**src/rtl/rf_pkg.sv**
```systemverilog
// Package: shared helpers for the dual-source register file.
// Assumes: parameters are elaboration-time integers.
package rf_pkg;

    // Returns 1 when v is a power of two no smaller than 2.
    function automatic bit depth_ok(input int v);
        return (v >= 2) && ((v & (v - 1)) == 0);
    endfunction

endpackage

```
**src/rtl/rf_wr_front.sv**
```systemverilog
// Module: write front end. Chooses the write word from two sources and
// decodes the write address into a one-hot enable per entry.
// Assumes: DEPTH is a power of two (checked at the top).
module rf_wr_front #(
    parameter int WIDTH = 32,
    parameter int DEPTH = 8,
    localparam int AW   = $clog2(DEPTH)
) (
    input  logic             src_sel,
    input  logic             wen,
    input  logic [AW-1:0]    waddr,
    input  logic [WIDTH-1:0] src_a,
    input  logic [WIDTH-1:0] src_b,
    output logic [WIDTH-1:0] wword,
    output logic [DEPTH-1:0] went
);

    // Pick the write word from the selected source bus.
    always_comb begin
        wword = src_sel ? src_b : src_a;
    end

    // One enable line per entry, high only for the addressed entry.
    for (genvar i = 0; i < DEPTH; i++) begin : g_dec
        assign went[i] = wen && (waddr == AW'(i));
    end

endmodule

```
**src/rtl/rf_store.sv**
```systemverilog
// Module: storage array. Each entry is a plain register loaded when its
// decoded enable is high. With ZERO_ENTRY set, entry 0 is constant zero.
// Assumes: went is one-hot or zero; storage carries no reset.
module rf_store #(
    parameter int WIDTH      = 32,
    parameter int DEPTH      = 8,
    parameter bit ZERO_ENTRY = 1'b1
) (
    input  logic                         clk,
    input  logic                         rst_n,
    input  logic [DEPTH-1:0]             went,
    input  logic [WIDTH-1:0]             wword,
    output logic [DEPTH-1:0][WIDTH-1:0]  q
);

    for (genvar i = 0; i < DEPTH; i++) begin : g_ent
        if (ZERO_ENTRY && (i == 0)) begin : g_zero
            logic unused_went0;
            assign unused_went0 = went[i];
            // Entry zero is tied off; its write enable is ignored.
            assign q[i] = '0;
        end else begin : g_reg
            logic [WIDTH-1:0] word_q;

            // Load the entry on its decoded write enable.
            always_ff @(posedge clk) begin
                if (went[i]) word_q <= wword;
            end

            assign q[i] = word_q;

            // an enabled entry holds the chosen write word after the edge.
            p_write_lands_r1: assert property (@(posedge clk) disable iff (!rst_n)
                went[i] |=> (q[i] == $past(wword)));

            // an entry with no enable keeps its word.
            p_no_write_r3: assert property (@(posedge clk) disable iff (!rst_n)
                (!went[i] && rst_n) |=> $stable(q[i]));
        end
    end

endmodule

```
**src/rtl/rf_rd_back.sv**
```systemverilog
// Module: read back end. Selects the addressed entry and holds the last
// word captured at an edge while the read enable is low.
// Assumes: synchronous active-low reset clears only the hold register.
module rf_rd_back #(
    parameter int WIDTH = 32,
    parameter int DEPTH = 8,
    localparam int AW   = $clog2(DEPTH)
) (
    input  logic                         clk,
    input  logic                         rst_n,
    input  logic                         ren,
    input  logic [AW-1:0]                raddr,
    input  logic [DEPTH-1:0][WIDTH-1:0]  q,
    output logic [WIDTH-1:0]             rdata
);

    logic [WIDTH-1:0] sel_word;
    logic [WIDTH-1:0] hold_q;

    // Index the array with the read address.
    always_comb begin
        sel_word = q[raddr];
    end

    // Capture the read word on edges with the read enabled.
    always_ff @(posedge clk) begin
        if (!rst_n)   hold_q <= '0;
        else if (ren) hold_q <= sel_word;
    end

    // Read through when enabled, otherwise show the held word.
    always_comb begin
        rdata = ren ? sel_word : hold_q;
    end

    // reset leaves the hold register at zero.
    p_hold_reset_r10: assert property (@(posedge clk)
        !rst_n |=> (hold_q == '0));

endmodule

```
**src/rtl/dual_src_regfile.sv**
```systemverilog
// Module: top of the dual-source register file. One write port fed from
// two buses through a select, one read port with read-through or hold.
// Assumes: DEPTH is a power of two >= 2; no write-to-read bypass.
module dual_src_regfile #(
    parameter int WIDTH      = 32,
    parameter int DEPTH      = 8,
    parameter bit ZERO_ENTRY = 1'b1,
    localparam int AW        = $clog2(DEPTH)
) (
    input  logic             clk,
    input  logic             rst_n,
    input  logic             wr_src_sel,
    input  logic             wr_en,
    input  logic             rd_en,
    input  logic [AW-1:0]    rd_addr,
    input  logic [AW-1:0]    wr_addr,
    input  logic [WIDTH-1:0] wr_data_a,
    input  logic [WIDTH-1:0] wr_data_b,
    output logic [WIDTH-1:0] rd_data
);

    // reject depths that are not a power of two of at least 2.
    if (!rf_pkg::depth_ok(DEPTH)) begin : g_bad_depth
        $error("dual_src_regfile: DEPTH must be a power of two >= 2");
    end

    logic [WIDTH-1:0]             wword;
    logic [DEPTH-1:0]             went;
    logic [DEPTH-1:0][WIDTH-1:0]  q;

    rf_wr_front #(.WIDTH(WIDTH), .DEPTH(DEPTH)) u_front (
        .src_sel (wr_src_sel),
        .wen     (wr_en),
        .waddr   (wr_addr),
        .src_a   (wr_data_a),
        .src_b   (wr_data_b),
        .wword   (wword),
        .went    (went)
    );

    rf_store #(.WIDTH(WIDTH), .DEPTH(DEPTH), .ZERO_ENTRY(ZERO_ENTRY)) u_store (
        .clk   (clk),
        .rst_n (rst_n),
        .went  (went),
        .wword (wword),
        .q     (q)
    );

    rf_rd_back #(.WIDTH(WIDTH), .DEPTH(DEPTH)) u_back (
        .clk   (clk),
        .rst_n (rst_n),
        .ren   (rd_en),
        .raddr (rd_addr),
        .q     (q),
        .rdata (rd_data)
    );

    // at most one entry is enabled for a write.
    p_one_entry_r9: assert property (@(posedge clk) disable iff (!rst_n)
        $onehot0(went));

    // two edges in a row with reads disabled leave the output unchanged.
    p_hold_stable_r5: assert property (@(posedge clk) disable iff (!rst_n)
        (!rd_en && $past(!rd_en) && $past(rst_n)) |-> $stable(rd_data));

    // with the zero option, reading address 0 yields zero.
    p_zero_read_r7: assert property (@(posedge clk) disable iff (!rst_n)
        (ZERO_ENTRY && rd_en && (rd_addr == '0)) |-> (rd_data == '0));

endmodule

```
**config.mk**
```make
export PLATFORM = sky130hd
export DESIGN_NAME = dual_src_regfile
export DESIGN_NICKNAME = d
export VERILOG_FILES = /design/src/rtl/rf_pkg.sv /design/src/rtl/rf_wr_front.sv /design/src/rtl/rf_store.sv /design/src/rtl/rf_rd_back.sv /design/src/rtl/dual_src_regfile.sv
export SDC_FILE = /design/constraint.sdc
export NUM_CORES = 1
export LEC_CHECK = 0
export BUFFER_PORTS_ARGS = -buffer_cell sky130_fd_sc_hd__buf_4
export CAP_MARGIN = 10
export CORE_MARGIN = 4
export CORE_UTILIZATION = 40
export DETAILED_ROUTE_END_ITERATION = 12
export PLACE_DENSITY = 0.56
export SLEW_MARGIN = 20
export SYNTH_ARGS = -nofsm -noshare
export SYNTH_HDL_FRONTEND = slang
export SYNTH_SLANG_ARGS = --single-unit
```
**constraint.sdc**
```tcl
create_clock -name clk -period 6.85 [get_ports clk]
set_input_delay 0.685 -clock clk [delete_from_list [all_inputs] [get_ports clk]]
set_output_delay 0.685 -clock clk [all_outputs]
set_load 0.02 [all_outputs]
```
==> impl_results.md <==
* Run status: complete, no violations
* FF+latch count, synth at 256
* Total wire length at 23.9 mm
* Critical path class: primary input to output pin
* Fin crit share at 55.2%
* Area leader, netlist: edfxtp_1
* Fin cells at 1,093
* Worst R2R End: u_back.hold_q[2]$_SDFF_PN0_
* Drt initial violations at 347
* Core box area at 0.0263 mm^2
* Power Total at 3.59 mW
* Rows at 59
* RSZ-0062 raised after global routing: no
* Worst Clk Skew at 0.00579 ns
* DP HPWL at 13.1 mm
* Vias in the first global route at 6,417
* DRT Pass-1 Iters at 4
* Area contributors post-synth: edfxtp_1 63%, mux2_2 9.0%, dfxtp_1 6.0%
* CP startpoint: rd_addr[0]
* Crit path to: rd_data[2]
* Final setup vio count at 0
* CP arrival at 3.10 ns
* N_diodes at 0
* Sequential-to-total area share from yosys stat at 68.5%
* R2r setup slk at 5.60 ns
* H-Tree Level Count at 1
* Hold path startpoint: u_back.hold_q[0]$_SDFF_PN0_
* Congestion Overflow GR at 0
* Area delta synth->final at 18.1%
* Residual DRC at 0
* Worst-path clk slew at 0.06 ns
* Die area at 0.0296 mm^2
* Syn Area/Cell at 16.8 um^2
* Initial antenna violation count at 0
* Die width at 172 um
* Filler cell count at 2,230
* PortBufs at 106
* Die height at 172 um
* Yosys warns at 0
* Slew Limit Fails at 0
* Yosys cell types at 19
* Power per cell area at 283 mW/mm^2
* I/O Pins at 107
* Vias per inst at 5.47
* DP Cell Count at 1,043
* Final ANT Viol Nets at 0
* Max Cap Violations at 0
* WL per Instance at 21.9 um
* Max Root-Sink Buffers at 3
* Reg2reg start: u_store.g_ent[4].g_reg.word_q[2]$_DFFE_PP_
* CTS buffer count at 27
* CTS Sinks at 256
* First-pass GRT wire length at 36.8 mm
* CTS Hold Buffers Added at 0
* Worst Path Max Fanout at 59
* Gpl congestion at 0.692
* Hold Fails Final Rpt at 0
* Startpoint types: primary input
* Worst ir drop on vdd at 161 uV
* Initial Utilization at 40.9%
* Worst reg2reg path depth at 3
* Clk Latency, worst-skew pair at 0.53 ns
* Min-Delay Path Class: flop to flop
* LEAKAGE at 4.31 nW
* Mapped Cells at 640
* Net count after synthesis at 715
* Setup TNS at 0 ns
* Number of cells upsized or downsized after cts at 0
* Cell area after synthesis at 0.0107 mm^2
* Slew margin rel. at 38.4%
* Min Tclk post-route at 3.78 ns
* Clock root buffer: clkbuf_16
* Pin count of the biggest net entering global routing at 87
* Worst Tran Pin Value at 0.924 ns
* Share of cells above drive strength 1 at 41.8%
* Gr usage total at 16.2%
* Fin nets at 812
* Via Count at 5,980
* CP endpoint kind: output pin
* Required time worst endpoint at 6.16 ns
* CTS tree: yes
* Synth top area share at 62.6%
* Fmax achieved at 264 MHz
* Setup bufs post-CTS at 0
[metal layers]
| metal | part of all wire (%) | global-route usage, % | wire length [um] | vias to the layer above |
|---|---|---|---|---|
| met5 | 0 | 0 | 0 | - |
| met4 | 1.7 | 3.55 | 405 | 0 |
| met3 | 4.1 | 2.54 | 974 | 35 |
| met2 | 48 | 27.4 | 11600 | 135 |
| met1 | 46 | 22.2 | 11000 | 3021 |
| li1 | - | - | - | 2789 |
[registers in the layout (all words and copies together), names as in the netlist]
signal / flops
u_store.g_ent.g_reg.word_q: 224
u_back.hold_q: 32
[cells in the mapped netlist]
cell type and number:
a211oi_1 64, a221oi_2 32, and2b_4 1, buf_12 4
buf_2 21, buf_4 2, buf_6 4, clkbuf_1 17
dfxtp_1 32, edfxtp_1 224, mux2_1 13, mux2_2 86
mux2_4 29, nand2_1 3, nand2b_1 5, nor2_1 38
nor3_1 1, o21ai_0 32, o22ai_1 32
[cell type report]
cell class                      instances  area (um^2)  area share (%)
Multi-Input combinational cell        336         3130            24.7
Tap cell                              335          419            3.30
Clock buffer                           35          756            5.95
Sequential cell                       256         7370            58.0
Clock inverter                         15          151            1.19
Timing Repair Buffer                  116          871            6.86
[kinds of logic after synthesis]
logic type | Yosys count | share of synthesized area, %
flip-flops | 256 | 68.5
AO/OA/AOI/OAI | 160 | 12.3
multiplexers | 128 | 14.4
AND/OR/NAND/NOR | 48 | 1.86
buffers and inverters | 48 | 2.88
[worst min path at each step]
stage                                                        endpoint  depth (start not counted)
after floorplan                           u_back.hold_q[0]$_SDFF_PN0_                          2
after global placement                    u_back.hold_q[2]$_SDFF_PN0_                          2
after detailed placement                  u_back.hold_q[0]$_SDFF_PN0_                          2
after CTS                 u_store.g_ent[4].g_reg.word_q[10]$_DFFE_PP_                          2
after global routing      u_store.g_ent[3].g_reg.word_q[14]$_DFFE_PP_                          2
final                                     u_back.hold_q[0]$_SDFF_PN0_                          2
[critical path, stage by stage]
cell,delay (ns)
buf_4,0.47
buf_4,0.82
mux2_2,0.41
o22ai_1,0.31
a211oi_1,0.15
buf_4,0.21
[per-stage QoR]
stage          worst slack (ns)  cell area (um^2)  hold slack (ns)  util (%)
3_3_place_gp               3.02             11800            0.532      44.8
5_1_grt                    2.91             12700            0.556      48.3
2_1_floorplan              3.41             10700            0.511         -
6_report                   3.07             12700            0.550      48.3
4_1_cts                    3.01             12700            0.541      48.3
3_5_place_dp               3.00             11800            0.537      44.8
[placed cells by master (no fill, tap or decap), types with 29 or more instances in the layout]
| cell | Yosys | routed |
|---|---|---|
| edfxtp_1 | 224 | 224 |
| buf_4 | 2 | 116 |
| mux2_2 | 86 | 86 |
| a211oi_1 | 64 | 64 |
| o22ai_1 | 32 | 32 |
| nor2_1 | 38 | 32 |
| a221oi_2 | 32 | 32 |
| o21ai_0 | 32 | 32 |
| dfxtp_1 | 32 | 32 |
| mux2_4 | 29 | 29 |
[power breakdown]
part           switching [mW]  internal [mW]  leakage (nW)
logic                   0.194          0.141          1.56
clock network           0.576          0.888         0.449
registers              0.0178           1.77          2.30
total                   0.788           2.80          4.31
Note: power is estimated with default switching activity, not from simulation.
